==> src/rtl/busy_arb_pkg.sv <==
package busy_arb_pkg;
  typedef struct packed {
    logic contend;   // both enabled, same address, this cycle
    logic leftOlder; // left value unchanged at least as long as right
  } senseT;
endpackage

==> src/rtl/busy_arb_sense.sv <==
module busy_arb_sense
  import busy_arb_pkg::*;
#(
  parameter int ADDR_W = 11,
  parameter int AGE_W  = 4
) (
  input  logic              clk,
  input  logic              rstN,
  input  logic [ADDR_W-1:0] addrLeft,
  input  logic              enLeftN,
  input  logic [ADDR_W-1:0] addrRight,
  input  logic              enRightN,
  output senseT             sense
);
  localparam int KEY_W = ADDR_W + 1;
  localparam logic [AGE_W-1:0] AGE_MAX = {AGE_W{1'b1}};
  localparam int PORTS = 2;

  logic [PORTS-1:0][KEY_W-1:0] keyNow;
  logic [PORTS-1:0][KEY_W-1:0] keyQ;
  logic [PORTS-1:0][AGE_W-1:0] ageQ;
  logic [PORTS-1:0][AGE_W-1:0] ageNow;

  assign keyNow[0] = {enLeftN, addrLeft};
  assign keyNow[1] = {enRightN, addrRight};

  for (genvar p = 0; p < PORTS; p++) begin : g_port
    logic changed;
    always_comb begin
      changed = (keyNow[p] != keyQ[p]);
      if (changed)                ageNow[p] = '0;
      else if (ageQ[p] == AGE_MAX) ageNow[p] = AGE_MAX;
      else                        ageNow[p] = ageQ[p] + 1'b1;
    end
    always_ff @(posedge clk or negedge rstN) begin
      if (!rstN) begin
        keyQ[p] <= {1'b1, {ADDR_W{1'b0}}};
        ageQ[p] <= '0;
      end else begin
        keyQ[p] <= keyNow[p];
        ageQ[p] <= ageNow[p];
      end
    end
  end

  always_comb begin
    sense.contend   = !enLeftN && !enRightN && (addrLeft == addrRight);
    sense.leftOlder = (ageNow[0] >= ageNow[1]);
  end
endmodule

==> src/rtl/busy_arb_ctrl.sv <==
module busy_arb_ctrl
  import busy_arb_pkg::*;
(
  input  logic  clk,
  input  logic  rstN,
  input  senseT sense,
  output logic  busyLeftN,
  output logic  busyRightN,
  output logic  wrGateLeft,
  output logic  wrGateRight
);
  logic episodeQ;
  logic winLeftQ;
  logic winLeft;

  always_comb begin
    winLeft     = episodeQ ? winLeftQ : sense.leftOlder;
    wrGateLeft  = !(sense.contend && !winLeft);
    wrGateRight = !(sense.contend && winLeft);
  end

  always_ff @(posedge clk or negedge rstN) begin
    if (!rstN) begin
      episodeQ   <= 1'b0;
      winLeftQ   <= 1'b1;
      busyLeftN  <= 1'b1;
      busyRightN <= 1'b1;
    end else begin
      episodeQ   <= sense.contend;
      winLeftQ   <= winLeft;
      busyLeftN  <= wrGateLeft;
      busyRightN <= wrGateRight;
    end
  end
endmodule

==> src/rtl/address_busy_arbiter.sv <==
module address_busy_arbiter
  import busy_arb_pkg::*;
#(
  parameter int ADDR_W = 11,
  parameter int AGE_W  = 4
) (
  input  logic              clk,
  input  logic              rstN,
  input  logic [ADDR_W-1:0] addrLeft,
  input  logic              enLeftN,
  input  logic [ADDR_W-1:0] addrRight,
  input  logic              enRightN,
  output logic              busyLeftN,
  output logic              busyRightN,
  output logic              wrGateLeft,
  output logic              wrGateRight
);
  senseT sense;

  busy_arb_sense #(.ADDR_W(ADDR_W), .AGE_W(AGE_W)) u_sense (
    .clk(clk), .rstN(rstN),
    .addrLeft(addrLeft), .enLeftN(enLeftN),
    .addrRight(addrRight), .enRightN(enRightN),
    .sense(sense)
  );

  busy_arb_ctrl u_ctrl (
    .clk(clk), .rstN(rstN), .sense(sense),
    .busyLeftN(busyLeftN), .busyRightN(busyRightN),
    .wrGateLeft(wrGateLeft), .wrGateRight(wrGateRight)
  );
endmodule

==> config.mk <==
export PLATFORM = sky130hd
export DESIGN_NAME = address_busy_arbiter
export DESIGN_NICKNAME = d
export VERILOG_FILES = /design/src/rtl/busy_arb_pkg.sv /design/src/rtl/busy_arb_sense.sv /design/src/rtl/busy_arb_ctrl.sv /design/src/rtl/address_busy_arbiter.sv
export SDC_FILE = /design/constraint.sdc
export NUM_CORES = 1
export LEC_CHECK = 0
export BUFFER_PORTS_ARGS = -buffer_cell sky130_fd_sc_hd__buf_2
export CORE_ASPECT_RATIO = 0.8
export CORE_MARGIN = 8
export CORE_UTILIZATION = 40
export DETAILED_ROUTE_END_ITERATION = 7
export HOLD_SLACK_MARGIN = 0.06
export PLACE_DENSITY = 0.72
export SETUP_SLACK_MARGIN = 0.2
export SYNTH_ARGS = -nofsm -noshare
export SYNTH_HDL_FRONTEND = slang
export SYNTH_SLANG_ARGS = --single-unit
==> constraint.sdc <==
create_clock -name clk -period 5.2 [get_ports clk]
set_input_delay 0.52 -clock clk [delete_from_list [all_inputs] [get_ports clk]]
set_output_delay 0.52 -clock clk [all_outputs]
set_load 0.02 [all_outputs]
== After elaboration in Yosys (flattened, before gate mapping) ==
Cells that the tools add are included.
Storage, ports and cells
  output and inout port bits: 4
  bits in registers: 36
Cells by class
  $lt $le $gt $ge: 1
  $add $sub $neg: 2
  eq/ne operators: 5
  mux-type cells: 5
  reductions and logical operators: 9
Operators with widths (number)
  $ne A12 B12 Y1: 2
  $mux W4: 4
  $eq A11 B11 Y1: 1
  $add A4 B1 Y4 const B: 2
  $eq A4 B4 Y1 const B: 2
  $logic_not A1 Y1: 5
  $ge A4 B4 Y1: 1
  $logic_and A1 B1 Y1: 4
  $mux W1: 1

== Depth between registers and ports, before layout ==
  word-level depth: 8
  depth in mapped cells: 9

== Cells and area by module ==
Synthesis repeated with hierarchy kept, for this count alone.
Second synthesis, totals
  cell total of the unflattened synthesis: 128
  area total of the unflattened synthesis: 1569.0 um2
Modules (own cells, without submodules)
  busy_arb_sense: instances 1, area each 1436.4 um2, sequential area each 803.3 um2, cells each 120
  busy_arb_ctrl: instances 1, area each 132.6 um2, sequential area each 103.8 um2, cells each 8

== Worst setup path before layout ==
Ideal clock, no wire load.
  path kind: in2out
  from: in addrRight[10]
  to: out wrGateLeft
  path buffers: 0
  data required time: 4.680 ns
  arrival: 2.534 ns
  path slack: 2.146 ns
  stages on the path: 8
  cells stage by stage: xor2_1 > nor4_1 > nand3_1 > or3_1 > ha_1 > a211o_1 > a31oi_1 > o21ai_0
Between the ends
  cells in the longest elaborated chain, start to end: 7
  elaborated cells between the ends (all ways): 9
Ends and longest elaborated chain
  start: declaration: line address_busy_arbiter.sv:11  | input logic [ADDR_W-1:0] addrRight,
  $ne A12 B12 Y1: line busy_arb_sense.sv:30  | changed = (keyNow[p] != keyQ[p]);
  $mux W4: line busy_arb_sense.sv:31  | if (changed) ageNow[p] = '0;
  $ge A4 B4 Y1: line busy_arb_sense.sv:48  | sense.leftOlder = (ageNow[0] >= ageNow[1]);
  $mux W1: line busy_arb_ctrl.sv:17  | winLeft = episodeQ ? winLeftQ : sense.leftOlder;
  $logic_not A1 Y1: line busy_arb_ctrl.sv:18  | wrGateLeft = !(sense.contend && !winLeft);
  $logic_and A1 B1 Y1 *: line busy_arb_ctrl.sv:18
  $logic_not A1 Y1 *: line busy_arb_ctrl.sv:18
  end: declaration: line address_busy_arbiter.sv:15  | output logic wrGateLeft,
Mark *: on every way between the ends. The rest lies on a longest branch, timed or not.

== Final worst setup path ==
  from: reg u_sense.keyQ[17] (netlist bit)
  to: out wrGateLeft
Between the ends
  cells in the longest elaborated chain, start to end: 7
Ends and longest elaborated chain
  start: declaration: line busy_arb_sense.sv:20  | logic [PORTS-1:0][KEY_W-1:0] keyQ;
  start signal: indexed assignment: line busy_arb_sense.sv:37  | keyQ[p] <= {1'b1, {ADDR_W{1'b0}}};
  start signal: indexed assignment: line busy_arb_sense.sv:40  | keyQ[p] <= keyNow[p];
  $ne A12 B12 Y1: line busy_arb_sense.sv:30
  $mux W4: line busy_arb_sense.sv:31
  $ge A4 B4 Y1: line busy_arb_sense.sv:48
  $mux W1: line busy_arb_ctrl.sv:17
  $logic_not A1 Y1: line busy_arb_ctrl.sv:18
  $logic_and A1 B1 Y1: line busy_arb_ctrl.sv:18
  $logic_not A1 Y1: line busy_arb_ctrl.sv:18
Every way passes these cells.

==> metrics.yaml <==
synth-seq-cells: 36
layout.area.seq_um2: 907
rsz0062_at_grt: "false"
yosys-top-cells-area: "dfrtp_1, xor2_1, dfstp_2"
post-route-min-period_ns: 3.75
number_of_distinct_library_cell_variants_in_the_gate_level_netlist_after_synthesis: 24
hold_class: "input pin to async pin"
antenna_found_initial: 0
detailedPlacementHpwl_mm: 2.51
postCtsHoldBufs: 0
fraction_of_the_mapped_netlist_area_in_compound_gates_pct: 4.89
setup_viol_count_final: 0
worst_hold_slack_ns: 0.313
worst-slew-pin-transition_ns: 0.781
timing.critical_path.cells: "xor2_1, nor4_1, nand3_1, or3_1, ha_1, a211o_1, a31oi_1, o21ai_0, buf_2"
detailedRoute.firstIterationViolations: 41
clockBufferDepth: 2
maxcap_violations: 0
floorplan.core_area_mm2: 0.00378
place.detailed.instances: 210
antennaDiodeCount: 0
yosysTopAreaCell: "dfrtp_1"
yosys_warns: 0
clock_latency_ns: 0.28
vias: 1042
critPathMaxStageDelay_ns: 0.48
flow.area_growth_from_synthesis_pct: 20.6
final.setup.tns_ns: 0
critPathRequiredTime_ns: 4.68
maxSlewHeadroom_pct: 47.9
pin_count_of_the_biggest_net_entering_global_routing: 37
endpoint_kind: "output port"
arrival_ns: 3.23
filler_cell_count: 355
run_status: "complete, no violations"
nets: 194
synth_nets: 158
drive_above_1_share_pct: 25.8
clock_tree_from_tritoncts: "done"
power.total_mw: 0.579
gpl.final_weighted_congestion: 0.803
drt.antenna.violating_nets: 0
worstPathBufferInverterCount: 1
fin_worst_skew_ns: 0.00983
htree_num_levels: 2
post_synthesis_average_cell_area_um2: 12.4
cts_buffers: 5
initial_utilization_pct: 41.3
synth_ff_type: "dfrtp_1"
startpoint_type: "register"
number_of_failing_hold_endpoints_at_the_final_stage: 0
io_buffers: 29
combinational_family_with_the_most_area_after_synthesis: "XOR/XNOR gates"
synthAdderAreaFrac_pct: 4.81
clk_pin_slew_ns: 0.08
async_flop_share_pct: 100
via_count_of_the_first_global_routing_pass: 1165
route.detailed.wl_per_inst_um: 14.6
post_cts_resized: 0
path_delay_family: "simple AND/OR/NAND/NOR gates"
routed_via_density: 4.78
fp-row-count: 20
clock_root_buffer: "clkbuf_8"
critical_path.max_fanout: 7
vdd.ir_drop.worst_uv: 167
grt-ovfl-total: 0
die_height_um: 71.9
die_area_mm2: 0.00617
yosys.area_share.simple_pct: 12.3
grt_first_pass_wirelength_mm: 5.39
synth_top_area_share_pct: 49.7
maxSlewViolCount: 0
power.density_mw_per_mm2: 308
clkSinkCount: 36
most_frequently_used_cell_type_in_the_post_synthesis_netlist: "dfrtp_1"
max_freq_mhz: 267
synthMuxAreaShare_pct: 0
post_synth_top_cells: "dfrtp_1, xor2_1, xnor2_1, nor2_1"
drtPass1Iterations: 6
drt-total-wl_mm: 3.17
chipWidth_um: 85.8
synth_cells: 126
least_setup_slack_across_all_paths_after_layout_ns: 1.45
critical_path.slowest_cell: "nor4_1"
multi_input_area_um2: 649
layout.cells.non_filler: 218
layout_worst_path_cycle_share_pct: 72.1
boundaryPins: 30
synth.yosys.seq_area_share_pct: 58.1
postCtsSetupBuffers: 0
globalRouteTotalUtil_pct: 11.3
synth_xor_xnor_area_share_pct: 19.6
static-leakage-power_nw: 0.827
critical_path_class: "register to output port"
syn-cell-area_mm2: 0.00156
dpl_worst_slack_ns: 1.53
synth-edff-count: 0
post-route-drc-count: 0
## kinds of logic after synthesis
family,after synthesis
AND/OR/NAND/NOR,36
flip-flops,36
XOR/XNOR,35
AO/OA/AOI/OAI,12
adder cells (fa/ha/maj),6
buffers and inverters,1
## where the power goes
part / internal (mW) / leakage (nW) / switching, mW
logic: 0.0212 / 0.337 / 0.0261
registers: 0.290 / 0.435 / 0.00443
clock network: 0.142 / 0.0552 / 0.0949
total: 0.454 / 0.827 / 0.125
## cells in the final DEF (no fill, tap or decap), types with 2 or more instances in the layout
cell / count
dfrtp_1: 31
buf_2: 29
xor2_1: 24
xnor2_1: 11
nor2_1: 8
nor4_1: 6
nand3_1: 6
ha_1: 6
clkbuf_8: 5
dfstp_2: 5
a31oi_1: 4
nor3_1: 4
a21oi_1: 3
nand4_1: 3
nand2_1: 2
or3_1: 2
a21o_1: 2
## metal layers
metal | up-vias | global-route usage [%] | wire length [µm]
met5 | - | 0 | 0
met4 | 0 | 4.84 | 38
met3 | 4 | 3.09 | 137
met2 | 26 | 17.7 | 1530
met1 | 502 | 14.2 | 1470
li1 | 510 | - | -
## cell type report
| class | instances | area share, % |
|---|---|---|
| clock buffer | 6 | 3.86 |
| inverter | 1 | 0.199 |
| timing repair buffer | 29 | 7.71 |
| multi-input combinational | 89 | 34.5 |
| sequential | 36 | 48.2 |
| tap | 55 | 3.66 |
| clock inverter | 2 | 1.86 |
## flip-flops by register name, summed over array words and instances (netlist names)
| register | flops |
|---|---|
| u_sense.keyQ | 24 |
| u_sense.ageQ | 8 |
| u_ctrl.busyLeftN | 1 |
| u_ctrl.busyRightN | 1 |
| u_ctrl.episodeQ | 1 |
| u_ctrl.winLeftQ | 1 |
## path summary, 6_finish.rpt
kind | start | end | slack, ns | depth (start not counted)
min | rstN | u_sense.ageQ[5] | 0.31 | 1
max | u_sense.keyQ[17] | wrGateLeft | 1.45 | 9
min in group clk | enLeftN | u_sense.keyQ[11] | 0.36 | 1
max in group asynchronous | rstN | u_sense.ageQ[1] | 4.39 | 1
max reg2reg | u_sense.keyQ[17] | u_ctrl.busyLeftN | 2.35 | 8
min reg2reg | u_sense.ageQ[0] | u_sense.ageQ[0] | 0.53 | 1
## metrics by stage
stage                     util, %  cell area [µm²]
after floorplan                 -             1560
after global placement       47.0             1770
after detailed placement     47.0             1770
after CTS                    49.8             1880
after global routing         49.8             1880
final                        49.8             1880
(Power assumes the default switching activity.)
